`config.mk`:
```
export PLATFORM = sky130hd
export DESIGN_NAME = rx_autozero_seq
export DESIGN_NICKNAME = d
export VERILOG_FILES = /design/src/rtl/az_pkg.sv /design/src/rtl/az_trigger_sel.sv /design/src/rtl/az_window_timer.sv /design/src/rtl/az_level_hold.sv /design/src/rtl/rx_autozero_seq.sv
export SDC_FILE = /design/constraint.sdc
export NUM_CORES = 1
export LEC_CHECK = 0
export BUFFER_PORTS_ARGS = -buffer_cell sky130_fd_sc_hd__buf_4
export CORE_AREA = 2 2 39 41
export DETAILED_ROUTE_END_ITERATION = 8
export DIE_AREA = 0 0 41 43
export PLACE_DENSITY = 0.56
export SETUP_SLACK_MARGIN = 0.2
export SYNTH_ARGS = -nofsm -noshare
export SYNTH_HDL_FRONTEND = slang
export SYNTH_HIERARCHICAL = 1
export SYNTH_SLANG_ARGS = --single-unit
```
`constraint.sdc`:
```
create_clock -name clk -period 1.7 [get_ports clk]
set_clock_uncertainty 0.15 [all_clocks]
set_input_delay 0.085 -clock clk [delete_from_list [all_inputs] [get_ports clk]]
set_output_delay 0.085 -clock clk [all_outputs]
set_load 0.03 [all_outputs]
```
`src/rtl/az_pkg.sv`:
```
// Package: shared types for the auto-zero sequencer.
// Assumes nothing beyond IEEE 1800-2017 synthesizable subset.
package az_pkg;
    // Source that currently schedules auto-zero windows.
    typedef enum logic {
        SCHED_TICK = 1'b0,
        SCHED_EDGE = 1'b1
    } sched_e;
endpackage

```
`src/rtl/az_trigger_sel.sv`:
```
// Module: az_trigger_sel
// Picks the window trigger: the timebase tick in carrier mode or with the
// decoder off, otherwise one of every EDGE_DIV decoded data edges.
// Assumes tick and edge strobes are single-cycle pulses in the clk domain.
module az_trigger_sel
    import az_pkg::*;
#(
    parameter int EDGE_DIV = 4
) (
    input  logic clk,
    input  logic rst_n,
    input  logic tb_tick,
    input  logic edge_stb,
    input  logic data_mode,
    input  logic dec_en,
    output logic trig
);
    localparam int EW = (EDGE_DIV > 1) ? $clog2(EDGE_DIV) : 1;
    localparam logic [EW-1:0] LAST = EW'(EDGE_DIV - 1);

    sched_e          sched;
    logic [EW-1:0]   ecnt;

    // Select the scheduling source and form the trigger pulse.
    always_comb begin
        sched = (data_mode && dec_en) ? SCHED_EDGE : SCHED_TICK;
        trig  = (sched == SCHED_EDGE) ? (edge_stb && (ecnt == '0)) : tb_tick;
    end

    // Modulo-EDGE_DIV edge counter, cleared outside edge scheduling.
    always_ff @(posedge clk) begin
        if (!rst_n)                    ecnt <= '0;
        else if (sched == SCHED_TICK)  ecnt <= '0;
        else if (edge_stb)             ecnt <= (ecnt == LAST) ? '0 : ecnt + EW'(1);
    end


    edge_cnt_clear_chk: assert property (@(posedge clk) disable iff (!rst_n)
        !(data_mode && dec_en) |=> (ecnt == '0));

    edge_trig_src_chk: assert property (@(posedge clk) disable iff (!rst_n)
        (trig && data_mode && dec_en) |-> edge_stb);

    tick_trig_src_chk: assert property (@(posedge clk) disable iff (!rst_n)
        (trig && !(data_mode && dec_en)) |-> tb_tick);
endmodule

```
`src/rtl/az_window_timer.sv`:
```
// Module: az_window_timer
// Opens a WIN_LEN-cycle window on a trigger seen while idle; triggers that
// arrive during a window are dropped.
// Assumes WIN_LEN >= 2.
module az_window_timer #(
    parameter int WIN_LEN = 8
) (
    input  logic clk,
    input  logic rst_n,
    input  logic trig,
    output logic active
);
    localparam int CW = $clog2(WIN_LEN);

    logic [CW-1:0] cnt;
    logic          start;

    // A window opens only from the idle state.
    always_comb start = trig && !active;

    // Window state and remaining-cycle counter.
    always_ff @(posedge clk) begin
        if (!rst_n) begin
            active <= 1'b0;
            cnt    <= '0;
        end else if (active) begin
            if (cnt == '0) active <= 1'b0;
            else           cnt    <= cnt - CW'(1);
        end else if (start) begin
            active <= 1'b1;
            cnt    <= CW'(WIN_LEN - 1);
        end
    end


    no_spurious_win_chk: assert property (@(posedge clk) disable iff (!rst_n)
        (!active && !trig) |=> !active);

    win_countdown_chk: assert property (@(posedge clk) disable iff (!rst_n)
        (active && cnt != '0) |=> (active && cnt == $past(cnt) - CW'(1)));

    win_close_chk: assert property (@(posedge clk) disable iff (!rst_n)
        (active && cnt == '0) |=> !active);
endmodule

```
`src/rtl/az_level_hold.sv`:
```
// Module: az_level_hold
// Passes the decoded level through, freezing it while a window is open.
// Assumes data_in is synchronous to clk.
module az_level_hold (
    input  logic clk,
    input  logic rst_n,
    input  logic active,
    input  logic data_in,
    output logic data_out
);
    logic held_q;

    // Track the live level whenever no window is open.
    always_ff @(posedge clk) begin
        if (!rst_n)       held_q <= 1'b0;
        else if (!active) held_q <= data_in;
    end

    // Present the held level during a window, the live level otherwise.
    always_comb data_out = active ? held_q : data_in;


    hold_stable_chk: assert property (@(posedge clk) disable iff (!rst_n)
        (active && $past(active)) |-> $stable(data_out));
endmodule

```
`src/rtl/rx_autozero_seq.sv`:
```
// Module: rx_autozero_seq (top)
// Schedules offset-cancellation windows for a low-frequency receiver and
// drives the amplifier isolate and decoded-level hold controls.
// Assumes all inputs are synchronous to clk; reset is synchronous active-low.
module rx_autozero_seq #(
    parameter int WIN_LEN  = 8,
    parameter int EDGE_DIV = 4
) (
    input  logic clk,
    input  logic rst_n,
    input  logic tb_tick,
    input  logic edge_stb,
    input  logic data_mode,
    input  logic dec_en,
    input  logic data_in,
    output logic amp_isolate,
    output logic level_hold,
    output logic data_out
);
    logic trig;
    logic active;

    az_trigger_sel #(.EDGE_DIV(EDGE_DIV)) u_trig (
        .clk(clk), .rst_n(rst_n), .tb_tick(tb_tick), .edge_stb(edge_stb),
        .data_mode(data_mode), .dec_en(dec_en), .trig(trig)
    );

    az_window_timer #(.WIN_LEN(WIN_LEN)) u_timer (
        .clk(clk), .rst_n(rst_n), .trig(trig), .active(active)
    );

    az_level_hold u_hold (
        .clk(clk), .rst_n(rst_n), .active(active),
        .data_in(data_in), .data_out(data_out)
    );

    // Both analog controls follow the window state.
    always_comb begin
        amp_isolate = active;
        level_hold  = active;
    end


    reset_idle_chk: assert property (@(posedge clk)
        !rst_n |=> (!amp_isolate && !level_hold));

    hold_iso_match_chk: assert property (@(posedge clk) disable iff (!rst_n)
        level_hold == amp_isolate);
endmodule

```
# Yosys cells after proc, flatten, opt, wreduce, memory -nomap -nowiden
# Cells that the tools add are included.
# totals
ff_bits	7
out_inout_bits	3
elab_cells	27
# classes
add_sub_neg	2
eq_ne	2
muxes	10
reduce_logical	9
# ops
operator	n
$mux 3	3
$mux 1	6
$reduce_and 2->1	2
$logic_and 1x1->1	3
$logic_not 3->1	1
$sub 3x1->3 const B	1
$add 2x1->2 const B	1
$eq 2x2->1 const B	1
$logic_not 2->1	1
$mux 2	1
$ne 2x2->1 const B	1
$reduce_bool 2->1	1
$logic_not 1->1	1

# Depth between registers and ports, before layout
# logic_depth
ltp_word	6
depth_mapped	6

# Hierarchy
# Netlist, hierarchy kept.
# by_module_without_submodules
mod	n_inst	cells_per_inst	area_each_um2	seq_area_each_um2
az_window_timer	1	22	202.7	80.1
az_trigger_sel	1	14	132.6	40.0
az_level_hold	1	3	43.8	20.0
rx_autozero_seq	1	1	7.5	0.0

# Worst setup path before layout
# Ideal clock, no wire load.
# synth_path
path_kind	flip-flop to flip-flop
start	register u_timer.active
end	register u_hold.held_q
setup_ps	113
arrival_ps	1185
path_slack_ps	252
path_stages_with_launch	3
n_path_buf	0
period_less_slack_ps	1448
path_cell_list	dfxtp_1 > mux2_4 > and2_4
# synth_via
elab_chain_len	1
# synth_rtl
element	line_no	text
from (decl)	az_window_timer.sv:11	output logic active
from (signal assigned)	az_window_timer.sv:24	active <= 1'b0;
from (signal assigned)	az_window_timer.sv:27	if (cnt == '0) active <= 1'b0;
from (signal assigned)	az_window_timer.sv:30	active <= 1'b1;
$mux 1	-	
via data_out	rx_autozero_seq.sv:18	output logic data_out
to (signal assigned)	az_level_hold.sv:16	else if (!active) held_q <= data_in;
to (decl)	az_level_hold.sv:11	logic held_q;
# The timed path passes the listed nets, and every way through them passes these cells.
# A chain may end at the register's enable or synchronous reset.

# Worst setup path in the final report
# layout_path
start	input edge_stb
end	register u_timer.cnt[1]
# layout_via
elab_chain_len	5
# layout_rtl
element	line_no	text
from (decl)	rx_autozero_seq.sv:12	input logic edge_stb,
$logic_and 1x1->1	az_trigger_sel.sv:27	trig = (sched == SCHED_EDGE) ? (edge_stb && (ecnt == '0)) : tb_tick;
$mux 1	az_trigger_sel.sv:27	
via trig	rx_autozero_seq.sv:20	logic trig;
$logic_and 1x1->1	az_window_timer.sv:19	always_comb start = trig && !active;
$reduce_bool 2->1 (no source line)	-	
$reduce_and 2->1 (no source line)	-	
to (signal assigned)	az_window_timer.sv:28	else cnt <= cnt - CW'(1);
to (signal assigned)	az_window_timer.sv:31	cnt <= CW'(WIN_LEN - 1);
to (decl)	az_window_timer.sv:15	logic [CW-1:0] cnt;
# The timed path passes the listed nets, and every way through them passes these cells.

==> PnR_summary.wiki <==
{| class="wikitable"
! Metric !! Value
|-
| Outcome || finished clean
|-
| Max-cap violations || 0
|-
| Number of synthesis warnings || 6
|-
| Number of remaining DRC errors || 0
|-
| Kind of start point of the critical path || primary input
|-
| Boundary Pins || 10
|-
| Distinct cell type count of the synthesized netlist || 21
|-
| Core region area || 1380 um^2
|-
| Slowest-stage cell, CP || sky130_fd_sc_hd__dlygate4sd3_1
|-
| Slew HR || 0.877
|-
| Minimum setup slack after placement || 0.136 ns
|-
| DR pass1 iterations || 1
|-
| Number of antenna violations at the first check in global routing || 0
|-
| Cell count after placement || 64
|-
| CTS buffer count || 3
|-
| Gr ovfl total || 0
|-
| Worst-path fanout max || 4
|-
| Setup repair after global routing missed its margin || no
|-
| Final design utilization || 0.398
|-
| Drt via density || 4.33
|-
| Synth Area in Adders || 0.129
|-
| Vias in the first global route || 278
|-
| Worst endpoint data arrival time || 1.43 ns
|-
| IR Drop Worst-Case VDD || 0.338 mV
|-
| Share of the cycle needed by the critical path after routing || 0.849
|-
| Worst Max-Slew Pin Slew || 0.184 ns
|-
| Drt wl/cell || 8.99 um
|-
| GRT Util Overall || 0.0926
|-
| Net count reported at finish || 69
|-
| CTS Buffer Depth || 2
|-
| Endpoint class of the critical path || flip-flop
|-
| H-tree depth || 1
|-
| Count of routing violations after the opening detailed-route iteration || 0
|-
| Combinational family with the most area after synthesis || compound AO/OA/AOI/OAI gates
|-
| Antenna diodes || 0
|-
| Setup ws final || 0.257 ns
|-
| Clock transition at the registers of the reported paths || 0.06 ns
|-
| Crit Path Class || in2reg
|-
| Post-synthesis net count || 51
|-
| Die span in x || 41 um
|-
| Leakage power of the design || 0.254 nW
|-
| First-pass GRT wire length || 1.13 mm
|-
| Post-Synth XOR/XNOR Area || 0
|-
| Final Non-Filler Cells || 73
|-
| Hold Crit Class || in2reg
|-
| Synth-to-Final Area Change || 42.4%
|-
| Register bit count reported by yosys || 7
|-
| Total Neg Setup Slack || 0 ns
|-
| DIE AREA || 1760 um^2
|-
| Crit-path cells || dlygate4sd3_1, buf_4, a41o_1, nor2b_2, a21oi_2, a21boi_1
|-
| Layout cell share with drive strength beyond 1 || 0.439
|-
| Starting density of the core || 0.279
|-
| Synth Cell Area || 387 um^2
|-
| Number of setup violations in the final report || 0
|-
| Pin count of the biggest net entering global routing || 10
|-
| Total power || 475 uW
|-
| Cell count after synthesis || 40
|-
| Final hold violation count || 0
|-
| Row count || 14
|-
| Cells on Worst Hold Path || 3
|-
| Routed wire length || 656 um
|-
| Simple-gate share of the synthesized area || 0.175
|-
| Via Count || 316
|-
| Antenna Nets Post-Route || 0
|-
| Clock tree from TritonCTS || built
|-
| Max incr delay on CP || 0.54 ns
|-
| DIE HEIGHT || 43 um
|-
| Number of fill cells in the layout || 146
|-
| Global placer's final weighted congestion || 0.666
|-
| Post-DP HPWL || 495 um
|-
| Clock latency reported for the late side of the worst-skew pair || 0.25 ns
|-
| Post-route minimum period || 1.44 ns
|-
| Total power density per cell area || 862 nW/um^2
|-
| Worst path required time || 1.69 ns
|-
| Synth Area per Inst || 9.67 um^2
|-
| Clock tree sinks || 7
|-
| Multiplexer area fraction after synthesis || 0.0647
|-
| IO buf count || 9
|-
| Compound-gate portion of the synthesized area || 0.201
|-
| Most common library cell in the layout ignoring fill and taps || sky130_fd_sc_hd__buf_4
|-
| Total count of max-transition violations in the final report || 0
|-
| Worst R2R Path Depth || 6
|-
| F_max || 0.693 GHz
|-
| Sequential-to-total area share from yosys stat || 0.362
|-
| Clock root buffer || sky130_fd_sc_hd__clkbuf_4
|-
| Top library cells by usage in the layout, fill and taps aside || 10 x sky130_fd_sc_hd__buf_4, 5 x sky130_fd_sc_hd__inv_1, 4 x sky130_fd_sc_hd__dlygate4sd3_1, 4 x sky130_fd_sc_hd__dfxtp_1
|}
-- metrics by stage --
stage               hold slack, ns  area [um^2]
global route                0.0391          551
finish                      0.0461          551
detailed placement           0.181          467
global placement             0.183          467
floorplan                   0.0703          387
CTS                         0.0317          546
-- metal layers --
layer	share of wire	routed length (um)	track usage
met1	0.48	315	0.123
met2	0.46	304	0.131
met3	0.053	35	0.0471
met4	0	0	0.0200
met5	0	0	0
-- state kept, by name (all words and copies together) (netlist names) --
signal,cells
u_timer/cnt,3
u_trig/ecnt,2
u_hold/held_q,1
u_timer/active,1
-- layout make-up --
type / count / area (um^2) / share of cell area
well taps: 16 / 20.0 / 0.0364
repair buffers: 14 / 115 / 0.209
clock inverters: 1 / 5.00 / 0.00909
clock buffers: 3 / 22.5 / 0.0409
flip-flops and latches: 7 / 144 / 0.261
inverters: 5 / 18.8 / 0.0341
multi-input cells: 27 / 225 / 0.409
-- report_power, final --
part | internal (mW) | switching (mW) | total, mW
sequential | 0.180 | 0.0122 | 0.193
clock | 0.0863 | 0.0679 | 0.154
combinational | 0.0650 | 0.0628 | 0.128
-- final timing paths --
kind | from | end | slack [ns]
worst min register to register | u_timer/cnt[2]$_SDFFE_PN0P_ | u_timer/cnt[2]$_SDFFE_PN0P_ | 0.32
worst min-delay path | data_in | u_hold/held_q$_SDFF_PN0_ | 0.05
worst max-delay path | edge_stb | u_timer/cnt[1]$_SDFFE_PN0P_ | 0.26
worst max register to register | u_trig/ecnt[1]$_SDFFE_PN0P_ | u_timer/cnt[1]$_SDFFE_PN0P_ | 0.30
-- cell usage after synthesis, drive strengths merged --
cell type	number	area [um^2]
mux2	1	15.0
nor2b	1	6.26
a41o	1	10.0
nand2	2	7.51
inv	5	18.8
nor2	3	11.3
a31oi	3	18.8
a21boi	3	26.3
mux2i	1	10.0
ha	4	50.1
a21oi	3	22.5
nand2b	2	20.0
or3b	1	8.76
dfxtp	7	140
nand3	1	5.00
buf	1	7.51
and2	1	8.76
-- what timing repair did --
| item | 4_1_cts | 5_1_grt |
|---|---|---|
| setup buffers | 1 | 0 |
| pin swaps | 0 | 2 |
| hold buffers | 4 | 0 |
| setup endpoints to repair | 5 | 4 |
| hold endpoints to repair | 5 | 0 |
| gates resized for setup | 3 | 3 |
-- worst max-delay path, delay by kind of cell --
kind	cells	cell delay, ns
AO/OA/AOI/OAI	3	0.50
AND/OR/NAND/NOR	1	0.16
buffers and inverters	2	0.69
-- logic make-up after synthesis --
| group | count (synthesis) |
|---|---|
| adder cells (fa/ha/maj) | 4 |
| AND/OR/NAND/NOR | 11 |
| AO/OA/AOI/OAI | 10 |
| flip-flops | 7 |
| multiplexers | 2 |
| buffers and inverters | 6 |
(Power assumes the default switching activity.)
